## config.mk

```make
export PLATFORM = sky130hd
export DESIGN_NAME = calib_prescaler
export DESIGN_NICKNAME = d
export VERILOG_FILES = /design/src/rtl/cps_pkg.sv /design/src/rtl/cps_divider.sv /design/src/rtl/cps_timebase.sv /design/src/rtl/cps_trim_ctrl.sv /design/src/rtl/calib_prescaler.sv
export SDC_FILE = /design/constraint.sdc
export NUM_CORES = 1
export LEC_CHECK = 0
export BUFFER_PORTS_ARGS = -buffer_cell sky130_fd_sc_hd__buf_2
export CAP_MARGIN = 10
export CORE_AREA = 2 2 70 72
export DETAILED_ROUTE_END_ITERATION = 10
export DIE_AREA = 0 0 72 74
export HOLD_SLACK_MARGIN = 0.15
export PLACE_DENSITY = 0.67
export SYNTH_ARGS = -nofsm -noshare
export SYNTH_HDL_FRONTEND = slang
export SYNTH_SLANG_ARGS = --single-unit
```

## constraint.sdc

```tcl
create_clock -name clk -period 10.5 [get_ports clk]
set_input_delay 0 -clock clk [delete_from_list [all_inputs] [get_ports clk]]
set_output_delay 0 -clock clk [all_outputs]
set_load 0.005 [all_outputs]
```

## src/rtl/cps_pkg.sv

```systemverilog
package cps_pkg;

   // Kind of correction applied to the second currently being timed.
   typedef enum logic [1:0] {
      TRIM_NONE  = 2'd0,
      TRIM_SHORT = 2'd1,
      TRIM_LONG  = 2'd2
   } trim_mode_e;

endpackage

```

## src/rtl/cps_divider.sv

```systemverilog
// Two-stage pulse divider: a first stage of PRE_DIV pulses, then STAGES
// first-stage periods per second. A long trim stretches the first
// first-stage period; a short trim drops SKIP first-stage periods.
module cps_divider
   import cps_pkg::*;
#(
   parameter int PRE_DIV  = 256,
   parameter int STAGES   = 128,
   parameter int SKIP     = 1,
   parameter int NEG_TRIM = 128
) (
   input  logic       clk,
   input  logic       rst_n,
   input  logic       run,
   input  logic       osc_en,
   input  trim_mode_e mode,
   output logic       at_start,
   output logic       sec_end
);

   localparam int PRE_W = $clog2(PRE_DIV + NEG_TRIM);
   localparam int STG_W = $clog2(STAGES);
   localparam logic [PRE_W-1:0] PRE_LAST  = PRE_W'(PRE_DIV - 1);
   localparam logic [STG_W-1:0] STG_LAST  = STG_W'(STAGES - 1);

   logic [PRE_W-1:0] pre_q;
   logic [PRE_W-1:0] pre_lim;
   logic [STG_W-1:0] stg_q;
   logic [STG_W-1:0] stg_lim;
   logic             pre_wrap;
   logic             stg_wrap;

   // A negative trim stretches only the first first-stage period of the second.
   if (NEG_TRIM > 0) begin : g_long
      localparam logic [PRE_W-1:0] PRE_LONG = PRE_W'(PRE_DIV + NEG_TRIM - 1);
      always_comb begin
         if (mode == TRIM_LONG && stg_q == '0) pre_lim = PRE_LONG;
         else                                  pre_lim = PRE_LAST;
      end
   end else begin : g_nolong
      assign pre_lim = PRE_LAST;
   end

   // A positive trim ends the second SKIP first-stage periods early.
   if (SKIP > 0) begin : g_short
      localparam logic [STG_W-1:0] STG_SHORT = STG_W'(STAGES - SKIP - 1);
      always_comb begin
         if (mode == TRIM_SHORT) stg_lim = STG_SHORT;
         else                    stg_lim = STG_LAST;
      end
   end else begin : g_noshort
      assign stg_lim = STG_LAST;
   end

   assign pre_wrap = (pre_q == pre_lim);
   assign stg_wrap = (stg_q == stg_lim);

   always_ff @(posedge clk or negedge rst_n) begin
      if (!rst_n) begin
         pre_q <= '0;
         stg_q <= '0;
      end else if (!run) begin
         pre_q <= '0;
         stg_q <= '0;
      end else if (osc_en) begin
         if (pre_wrap) begin
            pre_q <= '0;
            if (stg_wrap) stg_q <= '0;
            else          stg_q <= stg_q + 1'b1;
         end else begin
            pre_q <= pre_q + 1'b1;
         end
      end
   end

   assign at_start = (pre_q == '0) && (stg_q == '0);
   assign sec_end  = run && osc_en && pre_wrap && stg_wrap;

endmodule

```

## src/rtl/cps_timebase.sv

```systemverilog
// Second-in-minute and minute-in-frame counters with registered ticks.
module cps_timebase #(
   parameter int SEC_PER_MIN = 60,
   parameter int MIN_PER_CYC = 64,
   parameter int SEC_W       = 6,
   parameter int CYC_W       = 6
) (
   input  logic             clk,
   input  logic             rst_n,
   input  logic             sec_end,
   output logic [SEC_W-1:0] sec_idx,
   output logic [CYC_W-1:0] min_idx,
   output logic             at_origin,
   output logic             sec_tick,
   output logic             min_tick
);

   localparam logic [SEC_W-1:0] SEC_LAST = SEC_W'(SEC_PER_MIN - 1);
   localparam logic [CYC_W-1:0] MIN_LAST = CYC_W'(MIN_PER_CYC - 1);

   always_ff @(posedge clk or negedge rst_n) begin
      if (!rst_n) begin
         sec_idx  <= '0;
         min_idx  <= '0;
         sec_tick <= 1'b0;
         min_tick <= 1'b0;
      end else if (sec_end) begin
         sec_tick <= 1'b1;
         if (sec_idx == SEC_LAST) begin
            sec_idx  <= '0;
            min_tick <= 1'b1;
            if (min_idx == MIN_LAST) min_idx <= '0;
            else                     min_idx <= min_idx + 1'b1;
         end else begin
            sec_idx  <= sec_idx + 1'b1;
            min_tick <= 1'b0;
         end
      end else begin
         sec_tick <= 1'b0;
         min_tick <= 1'b0;
      end
   end

   assign at_origin = (sec_idx == '0) && (min_idx == '0);

endmodule

```

## src/rtl/cps_trim_ctrl.sv

```systemverilog
// Captures the calibration setting at frame start and decides the trim
// applied to the current second.
module cps_trim_ctrl
   import cps_pkg::*;
#(
   parameter int MAG_W        = 5,
   parameter int TRIM_MINUTES = 62,
   parameter int SEC_W        = 6,
   parameter int CYC_W        = 6
) (
   input  logic             clk,
   input  logic             rst_n,
   input  logic             run,
   input  logic             osc_en,
   input  logic             frame_start,
   input  logic             cal_sign,
   input  logic [MAG_W-1:0] cal_mag,
   input  logic [SEC_W-1:0] sec_idx,
   input  logic [CYC_W-1:0] min_idx,
   output trim_mode_e       mode
);

   localparam int TW = ((MAG_W + 1 > CYC_W) ? MAG_W + 1 : CYC_W) + 1;
   localparam logic [TW-1:0] TRIM_CAP = TW'(TRIM_MINUTES);

   logic             sign_q;
   logic [MAG_W-1:0] mag_q;
   logic             eff_sign;
   logic [MAG_W-1:0] eff_mag;
   logic [TW-1:0]    twice;
   logic [TW-1:0]    span;
   logic             active;

   // Capture on the first counted pulse of the frame.
   always_ff @(posedge clk or negedge rst_n) begin
      if (!rst_n) begin
         sign_q <= 1'b0;
         mag_q  <= '0;
      end else if (run && osc_en && frame_start) begin
         sign_q <= cal_sign;
         mag_q  <= cal_mag;
      end
   end

   // At the frame start the live value already governs the first second.
   assign eff_sign = frame_start ? cal_sign : sign_q;
   assign eff_mag  = frame_start ? cal_mag  : mag_q;

   always_comb begin
      twice  = TW'({eff_mag, 1'b0});
      span   = (twice > TRIM_CAP) ? TRIM_CAP : twice;
      active = (sec_idx == '0) && (TW'(min_idx) < span);
      if (!active)      mode = TRIM_NONE;
      else if (eff_sign) mode = TRIM_SHORT;
      else               mode = TRIM_LONG;
   end

endmodule

```

## src/rtl/calib_prescaler.sv

```systemverilog
module calib_prescaler
   import cps_pkg::*;
#(
   parameter int OSC_HZ       = 32768,
   parameter int PRE_DIV      = 256,
   parameter int SEC_PER_MIN  = 60,
   parameter int MIN_PER_CYC  = 64,
   parameter int TRIM_MINUTES = 62,
   parameter int POS_TRIM     = 256,
   parameter int NEG_TRIM     = 128,
   parameter int MAG_W        = 5,
   localparam int CYC_W       = $clog2(MIN_PER_CYC)
) (
   input  logic             clk,
   input  logic             rst_n,
   input  logic             osc_en,
   input  logic             run,
   input  logic             cal_sign,
   input  logic [MAG_W-1:0] cal_mag,
   output logic             sec_tick,
   output logic             min_tick,
   output logic [CYC_W-1:0] cyc_pos
);

   localparam int STAGES = OSC_HZ / PRE_DIV;
   localparam int SKIP   = POS_TRIM / PRE_DIV;
   localparam int SEC_W  = $clog2(SEC_PER_MIN);

   // Elaboration-time configuration checks.
   if (PRE_DIV < 2) begin : g_bad_pre
      $error("PRE_DIV must be at least 2");
   end
   if (OSC_HZ % PRE_DIV != 0 || STAGES < 2) begin : g_bad_osc
      $error("OSC_HZ must be a multiple of PRE_DIV giving at least 2 stages");
   end
   if (POS_TRIM % PRE_DIV != 0 || SKIP >= STAGES) begin : g_bad_pos
      $error("POS_TRIM must be a multiple of PRE_DIV shorter than a second");
   end
   if (NEG_TRIM < 0) begin : g_bad_neg
      $error("NEG_TRIM must not be negative");
   end
   if (SEC_PER_MIN < 2 || MIN_PER_CYC < 2) begin : g_bad_cnt
      $error("SEC_PER_MIN and MIN_PER_CYC must be at least 2");
   end
   if (TRIM_MINUTES > MIN_PER_CYC) begin : g_bad_trim
      $error("TRIM_MINUTES cannot exceed MIN_PER_CYC");
   end

   trim_mode_e       mode;
   logic             div_start;
   logic             sec_end;
   logic [SEC_W-1:0] sec_idx;
   logic [CYC_W-1:0] min_idx;
   logic             at_origin;

   cps_divider #(
      .PRE_DIV  (PRE_DIV),
      .STAGES   (STAGES),
      .SKIP     (SKIP),
      .NEG_TRIM (NEG_TRIM)
   ) u_div (
      .clk      (clk),
      .rst_n    (rst_n),
      .run      (run),
      .osc_en   (osc_en),
      .mode     (mode),
      .at_start (div_start),
      .sec_end  (sec_end)
   );

   cps_timebase #(
      .SEC_PER_MIN (SEC_PER_MIN),
      .MIN_PER_CYC (MIN_PER_CYC),
      .SEC_W       (SEC_W),
      .CYC_W       (CYC_W)
   ) u_tb (
      .clk       (clk),
      .rst_n     (rst_n),
      .sec_end   (sec_end),
      .sec_idx   (sec_idx),
      .min_idx   (min_idx),
      .at_origin (at_origin),
      .sec_tick  (sec_tick),
      .min_tick  (min_tick)
   );

   cps_trim_ctrl #(
      .MAG_W        (MAG_W),
      .TRIM_MINUTES (TRIM_MINUTES),
      .SEC_W        (SEC_W),
      .CYC_W        (CYC_W)
   ) u_trim (
      .clk         (clk),
      .rst_n       (rst_n),
      .run         (run),
      .osc_en      (osc_en),
      .frame_start (div_start && at_origin),
      .cal_sign    (cal_sign),
      .cal_mag     (cal_mag),
      .sec_idx     (sec_idx),
      .min_idx     (min_idx),
      .mode        (mode)
   );

   assign cyc_pos = min_idx;

endmodule

```

# Yosys cells after proc, flatten, opt, wreduce, memory -nomap -nowiden
# Cells that the tools add are included.
dict set report totals {
  ff_bits 36
  output_inout_bits 8
  word_cells 54
}
dict set report classes {
  n_addsub 4
  order_cmp 1
  n_eq_ne 8
  mux 18
  n_reduce_logical 15
}
# operator count
set ops {}
lappend ops {{$mux W9} 4}
lappend ops {{$mux W7} 4}
lappend ops {{$add A6 B1 Y6 const B} 2}
lappend ops {{$eq A6 B6 Y1 const B} 2}
lappend ops {{$logic_not A6 Y1} 2}
lappend ops {{$mux W6} 2}
lappend ops {{$add A9 B1 Y9 const B} 1}
lappend ops {{$eq A9 B9 Y1} 1}
lappend ops {{$logic_and A1 B1 Y1} 9}
lappend ops {{$logic_not A9 Y1} 1}
lappend ops {{$add A7 B1 Y7 const B} 1}
lappend ops {{$eq A7 B7 Y1} 1}
lappend ops {{$logic_not A7 Y1} 1}
lappend ops {{$lt A6 B6 Y1} 1}
lappend ops {{$mux W1} 5}
lappend ops {{$mux W5} 1}
lappend ops {{$mux W2} 2}
lappend ops {{$reduce_and A2 Y1} 2}
lappend ops {{$eq A2 B1 Y1 const B} 1}
lappend ops {{$eq A2 B2 Y1 const B} 1}
lappend ops {{$ne A2 B1 Y1 const B} 1}
lappend ops {{$ne A2 B2 Y1 const B} 1}

# Longest topological paths before layout
dict set report depth {
  depth_word 14
  mapped_depth 17
  ltp_nobuf 16
}

# Modules after synthesis
# Synthesis repeated with hierarchy kept, for this count alone.
dict set report unflattened {
  cells_unflattened 226
  area_unflattened_um2 2160.8
}
# mod n_inst cells_per_inst area_per_inst_um2 seq_area_each_um2
set modules_own_cells {}
lappend modules_own_cells {cps_divider 1 119 1011.0 400.4}
lappend modules_own_cells {cps_timebase 1 72 720.7 350.3}
lappend modules_own_cells {cps_trim_ctrl 1 34 422.9 150.1}
lappend modules_own_cells {calib_prescaler 1 1 6.3 0.0}

# Worst setup path before layout
# Ideal clock, no wire load.
dict set report synth_timing {
  path_kind {flip-flop to flip-flop}
  start {register u_div.stg_q[0]}
  end {register u_tb.sec_idx[0]}
  arrival_time_ps 4058
  t_required_ps 10417
  path_slack_ps 6360
  stages_incl_launch_ff 16
  period_less_slack_ps 4140
  path_cell_list {dfrtp_1 > inv_1 > ha_1 > or4b_2 > or4_4 > nor2_1 > mux2i_1 > ha_1 > a21o_1 > a21oi_1 > o221ai_1 > o21bai_1 > or4_1 > a21o_1 > or3_1 > o21ai_0}
}
dict set report synth_between {
  elab_chain_cells 13
}
# element line_no
set synth_rtl {}
lappend synth_rtl {{from (decl)} cps_divider.sv:28} ;# logic [STG_W-1:0] stg_q;
lappend synth_rtl {{from (signal assigned)} cps_divider.sv:69} ;# else stg_q <= stg_q + 1'b1;
lappend synth_rtl {{$logic_not A7 Y1} {cps_divider.sv:37, cps_divider.sv:76}}
lappend synth_rtl {{$logic_and A1 B1 Y1} cps_divider.sv:76} ;# assign at_start = (pre_q == '0) && (stg_q == '0);
lappend synth_rtl {{$logic_and A1 B1 Y1} calib_prescaler.sv:97} ;# .frame_start (div_start && at_origin),
lappend synth_rtl {{$mux W5} cps_trim_ctrl.sv:47} ;# assign eff_mag = frame_start ? cal_mag : mag_q;
lappend synth_rtl {{$lt A6 B6 Y1} cps_trim_ctrl.sv:52} ;# active = (sec_idx == '0) && (TW'(min_idx) < span);
lappend synth_rtl {{$logic_and A1 B1 Y1} cps_trim_ctrl.sv:52}
lappend synth_rtl {{$mux W2} cps_trim_ctrl.sv:53} ;# if (!active) mode = TRIM_NONE;
lappend synth_rtl {{$eq A2 B2 Y1} cps_divider.sv:37} ;# if (mode == TRIM_LONG && stg_q == '0) pre_lim = PRE_LONG;
lappend synth_rtl {{$logic_and A1 B1 Y1} cps_divider.sv:37}
lappend synth_rtl {{$mux W9} cps_divider.sv:37}
lappend synth_rtl {{$eq A9 B9 Y1} cps_divider.sv:55} ;# assign pre_wrap = (pre_q == pre_lim);
lappend synth_rtl {{$logic_and A1 B1 Y1} cps_divider.sv:77} ;# assign sec_end = run && osc_en && pre_wrap && stg_wrap;
lappend synth_rtl {{$logic_and A1 B1 Y1 *} cps_divider.sv:77}
lappend synth_rtl {{to (signal assigned)} cps_timebase.sv:35} ;# sec_idx <= sec_idx + 1'b1;
lappend synth_rtl {{to (decl)} cps_timebase.sv:11} ;# output logic [SEC_W-1:0] sec_idx,
# Mark *: on every way between the ends. The rest lies on a longest branch, timed or not.
# A chain may end at the register's enable or synchronous reset.

# Final worst setup path
dict set report layout_timing {
  start {register u_div.stg_q[0]}
  end {register u_tb.sec_idx[2]}
}
# The elaborated chain is that of the path after synthesis.

==> key figures <==
Run status
  • Status: finished, final reports clean

Critical path
  • Worst-path maximum fanout: 13
  • Critical Path Most Common Cell: nor2_1
  • Worst reg-to-reg setup slack: between 5 and 6 ns
  • Launching element type of the critical path: register
  • Worst Path Class, Setup: reg2reg
  • Worst EP arrival: roughly 5.0 ns
  • Depth of the worst register-to-register path: 16
  • Max stage delay on crit path: ~0.65 ns
  • Cell type group with the largest total delay on the critical path: simple AND/OR/NAND/NOR gates
  • Crit path buf inv count: 1
  • Critical path, cell by cell: inv_1 -> ha_1 -> or4b_2 -> or4_4 -> nor2_1 -> mux2i_1 -> ha_1 -> a21o_1 -> a21oi_1 -> nor2_1 -> nor2_1 -> o211a_4 -> mux2i_2 -> nor4_4 -> nand2_1 -> mux2_2
  • Slowest cell on the critical path: nor4_4
  • Endpoint class of the critical path: register
  • Required time of the critical path: 10.68 ns
  • Crit path depth: 16

CTS
  • Largest buffer count on any clock path: 2
  • Clock tree from TritonCTS: done
  • Post-CTS Resized: 0
  • Sinks on the clock net: 36
  • Num CTS Buffers: 5
  • Clock slew at the register clock pins of the worst setup and hold paths: approximately 0.07 ns
  • CTS HTree Levels: 2
  • Clock tree root driver cell: clkbuf_8
  • Skew-Pair Late Insertion Delay: roughly 0.29 ns

Timing
  • Period Utilization, post-route: 0.4553
  • Pins over their slew limit: 0
  • Final setup violation count: 0
  • Final critical path time including I/O delays and setup: approximately 4.8 ns
  • Hold violation total from the final report: 0
  • Final hold slack: roughly 0.34 ns
  • Largest clock skew in the final design: ~0.0047 ns
  • Slew HR: 0.3942
  • Setup repair after global routing missed its margin: no
  • Actual transition at the worst max-transition pin: between 0.9 and 1 ns
  • Setup Total Neg Slack: 0 ns
  • Highest Clock Rate: roughly 210 MHz

Pwr
  • Static Leakage: 1.132 nW
  • Peak ir drop on the vdd network: slightly above 0.05 mV
  • Areal power density over the cells: ~110 nW/µm²
  • Overall power of the completed layout: between 0.0002 and 0.0003 W

Floorplan
  • I/O Pins: 18
  • Num rows: 25
  • Die width: approximately 72 µm
  • Die height: about 74 µm
  • Full die area: around 5300 µm²
  • Starting density of the core: 0.4805
  • Floorplan core area: approximately 4600 µm²

Global route
  • Overall routing resource usage: 0.1942
  • Initial antenna violation count: 0
  • Maximum number of pins on one net before global-route repair: 37
  • Global-route wire length before repair: around 8000 µm
  • Vias in the first global route: 1723
  • Gr ovfl total: 0

Placed design
  • Port Buffers: 17
  • Final weighted congestion in routability-driven placement: around 0.85
  • HPWL Detailed: 3267 µm

Synth
  • Post-Synthesis Cells: between 200 and 250
  • Post-synthesis cell area: around 2200 µm²
  • Net count after synthesis: ~250
  • Mean instance size in the synthesized netlist: around 9.5 µm²
  • Yosys reg bits: 36
  • Number of enable flip-flop cells after synthesis: 0
  • Dominant register cell in the synthesized netlist: dfrtp_1
  • FFs w/ async S/R, synth: 1.000
  • Count of distinct cell types in the synthesized netlist: 49
  • Proportion of synthesized chip area in sequential cells: 0.4077
  • Yosys Warn Count: 0

Routing
  • DR DRC count: 0
  • DRT Wirelength: around 4600 µm
  • Initial drt markers: between 90 and 100
  • Length of the first detailed-routing pass in iterations: 4
  • Total via count in the routed design: between 1500 and 2000
  • DR WL/cell: 14.56 µm
  • Post-detailed-route count of antenna-violating nets: 0
  • Avg Vias per Cell: approximately 5.6

Final layout
  • Number of filler cells placed in the layout: around 420
  • Top library cells by usage in the layout, fill and taps aside: dfrtp_1 (36), nor2_1 (23), buf_2 (17)
  • Most common cell after layout, fill and taps aside: dfrtp_1
  • Multi-input combinational cell area: about 1200 µm²
  • Area growth from synthesis to layout: 14.61%
  • Antenna diode count: 0
  • Ratio of cells with drive above 1 in the final layout: 0.1787
  • Total area of sequential cells: 900.9 µm²
  • Net count, final: about 280

Job
  • Max-cap violations: 0

Min path
  • Hold/Removal Path Class: in2async
==> routing by layer <==
metal | vias up | routed length [µm] | GRT usage | part of all wire
li1 | 892 | - | - | -
met1 | 854 | 2222 | 0.2581 | 0.48
met2 | 30 | 2194 | 0.3261 | 0.48
met3 | 7 | 154 | 0.03252 | 0.033
met4 | 0 | 43 | 0.06289 | 0.0093
met5 | - | 0 | 0 | 0
==> registers in the layout (all words and copies together) (netlist names) <==
name,flops
u_div.pre_q,9
u_div.stg_q,7
u_tb.min_idx,6
u_tb.sec_idx,6
u_trim.mag_q,5
u_tb.min_tick,1
u_tb.sec_tick,1
u_trim.sign_q,1
==> synth_stat cells (all sizes together), types with 3 or more instances <==
master	n	area, µm²
and4	3	26.28
or4b	3	30.03
nor2b	4	25.02
nor3	6	40.04
nor2	23	86.33
o21ai	16	80.07
inv	16	60.06
a21oi	7	38.79
nor4	3	33.78
and3	7	43.79
nand2	15	56.30
nand4	6	37.54
nand3	12	60.06
a22o	5	43.79
xor2	4	35.03
xnor2	5	43.79
a21o	3	22.52
mux2	9	101.4
nand2b	4	25.02
dfrtp	36	900.9
ha	12	150.1
mux2i	5	53.80
==> layout make-up <==
class	instances	share of cell area
clock inverter	2	0.003953
tap	54	0.02668
timing repair buffer	27	0.07312
sequential	36	0.3557
clock buffer	6	0.03261
inverter	16	0.02372
multi-input combinational	176	0.4842
==> metrics by stage <==
stage                     instances  setup slack (ns)  utilization  instance area (µm²)
after floorplan                 232             6.360            -                 2210
after global routing            317             5.465       0.5507                 2532
final                           317             5.719       0.5507                 2532
after CTS                       317             5.738       0.5507                 2532
after global placement          299             5.898       0.5088                 2340
after detailed placement        299             5.739       0.5088                 2340
==> timing repair <==
item	CTS	global route
hold buffers	10	0
hold endpoints to repair	46	0
endpoints found under the setup margin	0	0
setup buffers	0	0
==> where the power goes <==
| part | total [W] | internal (W) | switching, W |
|---|---|---|---|
| Clock | 0.000104 | 0.0000524 | 0.0000511 |
| Sequential | 0.000144 | 0.000141 | 0.00000311 |
| Combinational | 0.0000223 | 0.00000991 | 0.0000124 |
==> path summary, 6_finish.rpt <==
path	from	endpoint
max reg2reg	u_div.stg_q[0]$_DFFE_PN0P_	u_tb.sec_idx[2]$_DFFE_PN0P_
max	u_div.stg_q[0]$_DFFE_PN0P_	u_tb.sec_idx[2]$_DFFE_PN0P_
min in group clk	cal_sign	u_trim.sign_q$_DFFE_PN0P_
min	rst_n	u_div.stg_q[2]$_DFFE_PN0P_
max in group asynchronous	rst_n	u_div.pre_q[6]$_DFFE_PN0P_
min reg2reg	u_trim.mag_q[2]$_DFFE_PN0P_	u_trim.mag_q[2]$_DFFE_PN0P_
==> logic make-up (layout without fill, tap and decap cells) <==
group,after synthesis,in the layout,share of synthesized area
buf+inv,20,51,0.03737
simple gates,98,98,0.2508
compound gates,43,43,0.1302
fa+ha+maj,12,12,0.06795
flops,36,36,0.4077
xor+xnor,9,9,0.03567
mux,14,14,0.07022
Note: power is estimated with default switching activity, not from simulation.
